==> config.mk <==
export PLATFORM = sky130hd
export DESIGN_NAME = romAccessGuard
export DESIGN_NICKNAME = d
export VERILOG_FILES = /design/src/rtl/romGuardPkg.sv /design/src/rtl/romGuardCtrl.sv /design/src/rtl/romGuardData.sv /design/src/rtl/romAccessGuard.sv
export SDC_FILE = /design/constraint.sdc
export NUM_CORES = 1
export LEC_CHECK = 0
export ABC_AREA = 1
export BUFFER_PORTS_ARGS = -buffer_cell sky130_fd_sc_hd__buf_4
export CAP_MARGIN = 30
export CORE_ASPECT_RATIO = 0.7
export CORE_MARGIN = 2
export CORE_UTILIZATION = 57
export DETAILED_ROUTE_END_ITERATION = 10
export HOLD_SLACK_MARGIN = 0.03
export PLACE_DENSITY_LB_ADDON = 0.12
export SLEW_MARGIN = 40
export SYNTH_ARGS = -nofsm -noshare
export SYNTH_HDL_FRONTEND = slang
export SYNTH_HIERARCHICAL = 1
export SYNTH_SLANG_ARGS = --single-unit
==> constraint.sdc <==
create_clock -name clk -period 3.3 [get_ports clk]
set_clock_uncertainty 0.05 [all_clocks]
set_input_delay 0 -clock clk [delete_from_list [all_inputs] [get_ports clk]]
set_output_delay 0 -clock clk [all_outputs]
set_load 0.02 [all_outputs]
==> src/rtl/romGuardPkg.sv <==
package romGuardPkg;

  // Per-request decision handed from control to datapath
  typedef struct packed {
    logic rdEn;   // perform a ROM read
    logic wrEn;   // perform a ROM write
    logic deny;   // refuse: all-ones data, error flag
  } gateStrobe_t;

  typedef enum logic [1:0] {
    GATE_WAIT   = 2'd0,  // open, waiting for firmware-alive
    GATE_ALIVE  = 2'd1,  // open, firmware is running
    GATE_FAILED = 2'd2,  // open for good, firmware timed out
    GATE_CLOSED = 2'd3   // closed until reset
  } gateState_t;

endpackage

==> src/rtl/romGuardCtrl.sv <==
module romGuardCtrl
  import romGuardPkg::*;
#(
  parameter int AW            = 6,
  parameter int ALIVE_TIMEOUT = 32,
  parameter int BOOT_BASE     = 56,
  parameter int BOOT_LIMIT    = 63
) (
  input  logic          clk,
  input  logic          rstN,
  input  logic          hostReq,
  input  logic          hostWe,
  input  logic [AW-1:0] hostAddr,
  input  logic          mgmtClose,
  input  logic          mgmtAlive,
  input  logic          safeMode,
  output gateStrobe_t   strobe
);

  localparam int CW = $clog2(ALIVE_TIMEOUT + 1);
  localparam logic [CW-1:0] LAST_WAIT = CW'(ALIVE_TIMEOUT - 1);
  localparam logic [AW-1:0] BASE_A    = AW'(BOOT_BASE);
  localparam logic [AW-1:0] LIMIT_A   = AW'(BOOT_LIMIT);

  gateState_t    state, stateNext;
  logic [CW-1:0] waitCnt;
  logic          pathOpen;
  logic          inBoot;
  logic          closeOk;

  assign pathOpen = (state != GATE_CLOSED);
  assign inBoot   = (hostAddr >= BASE_A) && (hostAddr <= LIMIT_A);
  assign closeOk  = mgmtClose && !safeMode &&
                    ((state == GATE_WAIT) || (state == GATE_ALIVE));

  // Window state machine
  always_comb begin
    stateNext = state;
    unique case (state)
      GATE_WAIT: begin
        if (closeOk)                 stateNext = GATE_CLOSED;
        else if (mgmtAlive)          stateNext = GATE_ALIVE;
        else if (waitCnt == LAST_WAIT) stateNext = GATE_FAILED;
      end
      GATE_ALIVE: begin
        if (closeOk) stateNext = GATE_CLOSED;
      end
      GATE_FAILED: stateNext = GATE_FAILED;
      GATE_CLOSED: stateNext = GATE_CLOSED;
      default:     stateNext = GATE_WAIT;
    endcase
  end

  always_ff @(posedge clk or negedge rstN) begin
    if (!rstN) begin
      state   <= GATE_WAIT;
      waitCnt <= '0;
    end else begin
      state <= stateNext;
      if (state == GATE_WAIT && waitCnt != LAST_WAIT)
        waitCnt <= waitCnt + 1'b1;
    end
  end

  // Per-request decision
  always_comb begin
    strobe = '0;
    if (hostReq) begin
      if (!pathOpen)                  strobe.deny = 1'b1;
      else if (!hostWe)               strobe.rdEn = 1'b1;
      else if (inBoot && !safeMode)   strobe.deny = 1'b1;
      else                            strobe.wrEn = 1'b1;
    end
  end

  AST_CLOSE_NEEDS_CMD: assert property (@(posedge clk) disable iff (!rstN)
    $rose(state == GATE_CLOSED) |-> ($past(mgmtClose) && !$past(safeMode)));

  AST_OVERRIDE_KEEPS_OPEN: assert property (@(posedge clk) disable iff (!rstN)
    (safeMode && state != GATE_CLOSED) |=> (state != GATE_CLOSED));

  AST_FAILED_STAYS_OPEN: assert property (@(posedge clk) disable iff (!rstN)
    (state == GATE_FAILED) |=> (state == GATE_FAILED));

  AST_CLOSED_STICKY: assert property (@(posedge clk) disable iff (!rstN)
    (state == GATE_CLOSED) |=> (state == GATE_CLOSED));

  AST_BOOT_WRITE_SAFE: assert property (@(posedge clk) disable iff (!rstN)
    (strobe.wrEn && inBoot) |-> safeMode);

  AST_ONE_ACTION: assert property (@(posedge clk) disable iff (!rstN)
    $onehot0({strobe.rdEn, strobe.wrEn, strobe.deny}));

endmodule

==> src/rtl/romGuardData.sv <==
module romGuardData
  import romGuardPkg::*;
#(
  parameter int AW = 6,
  parameter int DW = 16,
  parameter logic [15:0] INIT_TAG = 16'hC300
) (
  input  logic          clk,
  input  logic          rstN,
  input  gateStrobe_t   strobe,
  input  logic [AW-1:0] hostAddr,
  input  logic [DW-1:0] hostWdata,
  output logic          hostAck,
  output logic [DW-1:0] hostRdata,
  output logic          hostErr
);

  localparam int DEPTH = 1 << AW;

  logic [DW-1:0] romMem [DEPTH];

  // Flash model: contents are preloaded once and survive reset
  initial begin
    for (int i = 0; i < DEPTH; i++)
      romMem[i] = DW'(INIT_TAG) | DW'(i);
  end

  always_ff @(posedge clk) begin
    if (strobe.wrEn)
      romMem[hostAddr] <= hostWdata;
  end

  always_ff @(posedge clk or negedge rstN) begin
    if (!rstN) begin
      hostAck   <= 1'b0;
      hostRdata <= '0;
      hostErr   <= 1'b0;
    end else begin
      hostAck <= strobe.rdEn | strobe.wrEn | strobe.deny;
      if (strobe.deny) begin
        hostRdata <= '1;
        hostErr   <= 1'b1;
      end else if (strobe.rdEn) begin
        hostRdata <= romMem[hostAddr];
        hostErr   <= 1'b0;
      end else begin
        hostRdata <= '0;
        hostErr   <= 1'b0;
      end
    end
  end

  AST_WRITE_LANDS: assert property (@(posedge clk) disable iff (!rstN)
    strobe.wrEn |=> (romMem[$past(hostAddr)] == $past(hostWdata)));

  AST_DENY_RESPONSE: assert property (@(posedge clk) disable iff (!rstN)
    strobe.deny |=> (hostAck && hostErr && (&hostRdata)));

endmodule

==> src/rtl/romAccessGuard.sv <==
module romAccessGuard
  import romGuardPkg::*;
#(
  parameter int AW            = 6,
  parameter int DW            = 16,
  parameter int ALIVE_TIMEOUT = 32,
  parameter int BOOT_BASE     = 56,
  parameter int BOOT_LIMIT    = 63,
  parameter logic [15:0] INIT_TAG = 16'hC300
) (
  input  logic          clk,
  input  logic          rstN,
  input  logic          hostReq,
  input  logic          hostWe,
  input  logic [AW-1:0] hostAddr,
  input  logic [DW-1:0] hostWdata,
  output logic          hostAck,
  output logic [DW-1:0] hostRdata,
  output logic          hostErr,
  input  logic          mgmtClose,
  input  logic          mgmtAlive,
  input  logic          safeMode
);

  gateStrobe_t strobe;

  romGuardCtrl #(
    .AW(AW), .ALIVE_TIMEOUT(ALIVE_TIMEOUT),
    .BOOT_BASE(BOOT_BASE), .BOOT_LIMIT(BOOT_LIMIT)
  ) i_ctrl (
    .clk(clk), .rstN(rstN),
    .hostReq(hostReq), .hostWe(hostWe), .hostAddr(hostAddr),
    .mgmtClose(mgmtClose), .mgmtAlive(mgmtAlive), .safeMode(safeMode),
    .strobe(strobe)
  );

  romGuardData #(
    .AW(AW), .DW(DW), .INIT_TAG(INIT_TAG)
  ) i_data (
    .clk(clk), .rstN(rstN),
    .strobe(strobe), .hostAddr(hostAddr), .hostWdata(hostWdata),
    .hostAck(hostAck), .hostRdata(hostRdata), .hostErr(hostErr)
  );

endmodule

==> impl_metrics.tcl <==
set metrics [dict create \
    status "complete, no violations" \
    startpoint "i_ctrl/state[1]" \
    synth_edf_count 1024 \
    synthAdderAreaFrac 0.0002827 \
    critical_path_required_ns 3.81 \
    syn_nets 4348 \
    root_buffer "clkbuf_16" \
    initial_core_util 0.5757 \
    cap_violations 0 \
    vdd_drop_max_mv 0.6543 \
    ys_top_cells_by_area "edfxtp_1 69%, nand2_1 24%, dfrtp_1 1.5%" \
    synth-simple-area-share 0.2537 \
    fin_total_pwr_mw 27.55 \
    antenna_left 0 \
    dieArea_um2 79940 \
    drt-total-wl_um 120400 \
    setup_violations 0 \
    synth-compound-area-share 0.006501 \
    die_h_um 237.2 \
    r2r-start "i_ctrl/state[1]" \
    antennaDiodeCount 0 \
    synth_warnings 6 \
    critPathMaxFanout 18 \
    cts.path.max_buffers 3 \
    met2WireLength_um 51190 \
    pre_cts_ws_ns 0.8838 \
    yosysSeqAreaShare 0.7094 \
    row_count 85 \
    cts-htree-levels 3 \
    drt_iter0_drc 4051 \
    wl_per_cell_um 21.75 \
    fill_cells 6182 \
    fin_setup_tns_ns 0 \
    vias_per_cell 5.492 \
    ys_types 30 \
    cts_resized 0 \
    cts_tree "built" \
    drcViolationCount 0 \
    antenna_found_initial 0 \
    routed.top_layer "met4" \
    post-route-worst-setup-slack_ns 0.5870 \
    core-area_um2 76890 \
    synth_xor_xnor_area_share 0.0007915 \
    crit_path_start_kind "register" \
    r2r_slack_ns 0.59 \
    drive_gt1_frac 0.07440 \
    dieWidth_um 337.1 \
    place_congestion 0.8989 \
    yosys_most_used_dff "edfxtp_1" \
    grt_pass1_vias 28105 \
    max_freq_mhz 368.6 \
    arrival_ns 3.22 \
    drt_first_pass_iters 5 \
    period_share 0.8221 \
    clk_latency_ns 0.68 \
    synth_top_area_cell "edfxtp_1" \
    relSlewSlack 0.4276 \
    async_flop_share 0.02476 \
    clk_pin_slew_worst_paths_ns 0.06 \
    ioPinCount 47 \
    fin_crit_ns 2.713 \
    synth_cells 4318 \
    avgSynthCellArea_um2 10.25 \
    final-max-slew-violation-count 0 \
    io_buffers 46 \
    synth_most_common_cell "nand2_1" \
    place_inst 5325 \
    synth_area_um2 44260 \
    holdCritStartpoint "hostAddr[4]" \
    synth_top_area_frac 0.6947 \
    hold_viol 0 \
    grt_max_degree 171 \
    final_cells 5533 \
    cellPowerDensity_nw_per_um2 557.1 \
    dp_hpwl_um 67590 \
    wl_met1_um 52450 \
    route.vias.total 30387 \
    worstMarginPinSlew_ns 0.8586 \
    synth-seq-cells 1050 \
    synth_common_cells "2,781 x nand2_1, 1,024 x edfxtp_1, 120 x nor2_1, 115 x buf_2, 42 x buf_4" \
    area_growth_syn_to_layout_pct 11.71 \
    routed-wl-met3_um 14050 \
    grt-ovfl-total 0 \
    min_path_type "primary input to register" \
    rsz0062_at_grt "no" \
    leakage_nw 20.69 \
    tritoncts_num_sinks 1050 \
    cts_buffers 96 \
    synth_top_family_by_area "simple AND/OR/NAND/NOR gates" \
    fin_nets 4443 \
    critical_path_class "register to register" \
    grt_util_all_layers 0.3045 \
    cp-end-kind "register" \
    synth.area.mux_share 0 \
    grt_pass1_wl_um 178800 \
]
[worst max-delay path, stage by stage (launching register included)]
cell and delay [ns]:
dfrtp_1 0.42, nand3_1 0.10, o21ai_1 0.06, dlygate4sd3_1 0.55
buf_4 0.23, nor2_1 0.49, inv_1 0.44, nand2_1 0.21
inv_1 0.05
[path summary, 6_finish.rpt]
check / endpoint / cells past startpoint
max in group asynchronous: i_data/hostRdata[10] / 4
worst max register to register: i_data/hostRdata[4] / 8
worst min-delay path: i_data/hostRdata[2] / 7
worst min register to register: i_ctrl/waitCnt[3] / 2
worst max-delay path: i_data/hostRdata[4] / 8
min in group asynchronous: i_ctrl/waitCnt[1] / 4
[cell families after synthesis]
kind of cell / Yosys count
adders and majority gates: 1
xor gates and xnor gates: 4
and+or+nand+nor: 2950
DFF: 1050
AOI/OAI and AO/OA: 54
buffers and inverters: 259
[routing by layer]
metal | global-route usage | vias to the layer above
met5 | 0 | -
met3 | 0.07293 | 162
met1 | 0.4772 | 14504
met2 | 0.4326 | 1564
li1 | - | 14157
met4 | 0.06940 | 0
[flip-flops by register name (all words and copies together), names as in the netlist]
name              count
i_ctrl/state          2
i_ctrl/waitCnt        6
i_data/hostAck        1
i_data/hostErr        1
i_data/hostRdata     16
i_data/romMem      1024
[cell type report]
class	instances	area (um^2)	share of cell area
multi-input cells	3009	11590	0.2343
clock buffers	128	2564	0.05185
well taps	1044	1306	0.02642
repair buffers	208	1924	0.03892
inverters	48	197.7	0.003998
flip-flops and latches	1050	31400	0.6350
clock inverters	46	467.9	0.009464
[report_power, final]
part           leakage (nW)  internal, mW  switching [mW]
Clock                  1.47          6.09            4.90
Sequential             9.53          14.7          0.0298
Combinational          9.69         0.452            1.41
[what timing repair did]
action                                  CTS  global route
hold buffers                             31             0
setup endpoints to repair                 0             0
setup buffers                             0             0
endpoints found under the hold margin  1055             0
[cells in the final DEF, fill, tap and decap left out, drive strengths merged]
cell,Yosys,final
dlygate4sd3,0,30
clkbuf,34,128
a21oi,33,33
nand4,1,1
or2,2,2
nor2,122,122
nor4,2,2
o21ai,14,14
ha,1,1
clkinvlp,0,2
nor3,8,8
inv,48,50
bufinv,0,8
clkinv,0,34
nand3b,1,1
dfrtp,26,26
xnor2,2,2
edfxtp,1024,1024
o211ai,7,7
buf,177,178
nand2,2785,2785
nand3,29,29
xor2,2,2
[per-stage QoR]
stage | util | instance area (um^2) | hold slack (ns)
after CTS | 0.6420 | 49370 | 0.03833
after global routing | 0.6431 | 49450 | 0.1085
final | 0.6431 | 49450 | 0.09538
after detailed placement | 0.5985 | 46020 | -0.09434
after floorplan | - | 44270 | -0.3456
after global placement | 0.5978 | 45970 | -0.09955
(Power assumes the default switching activity.)
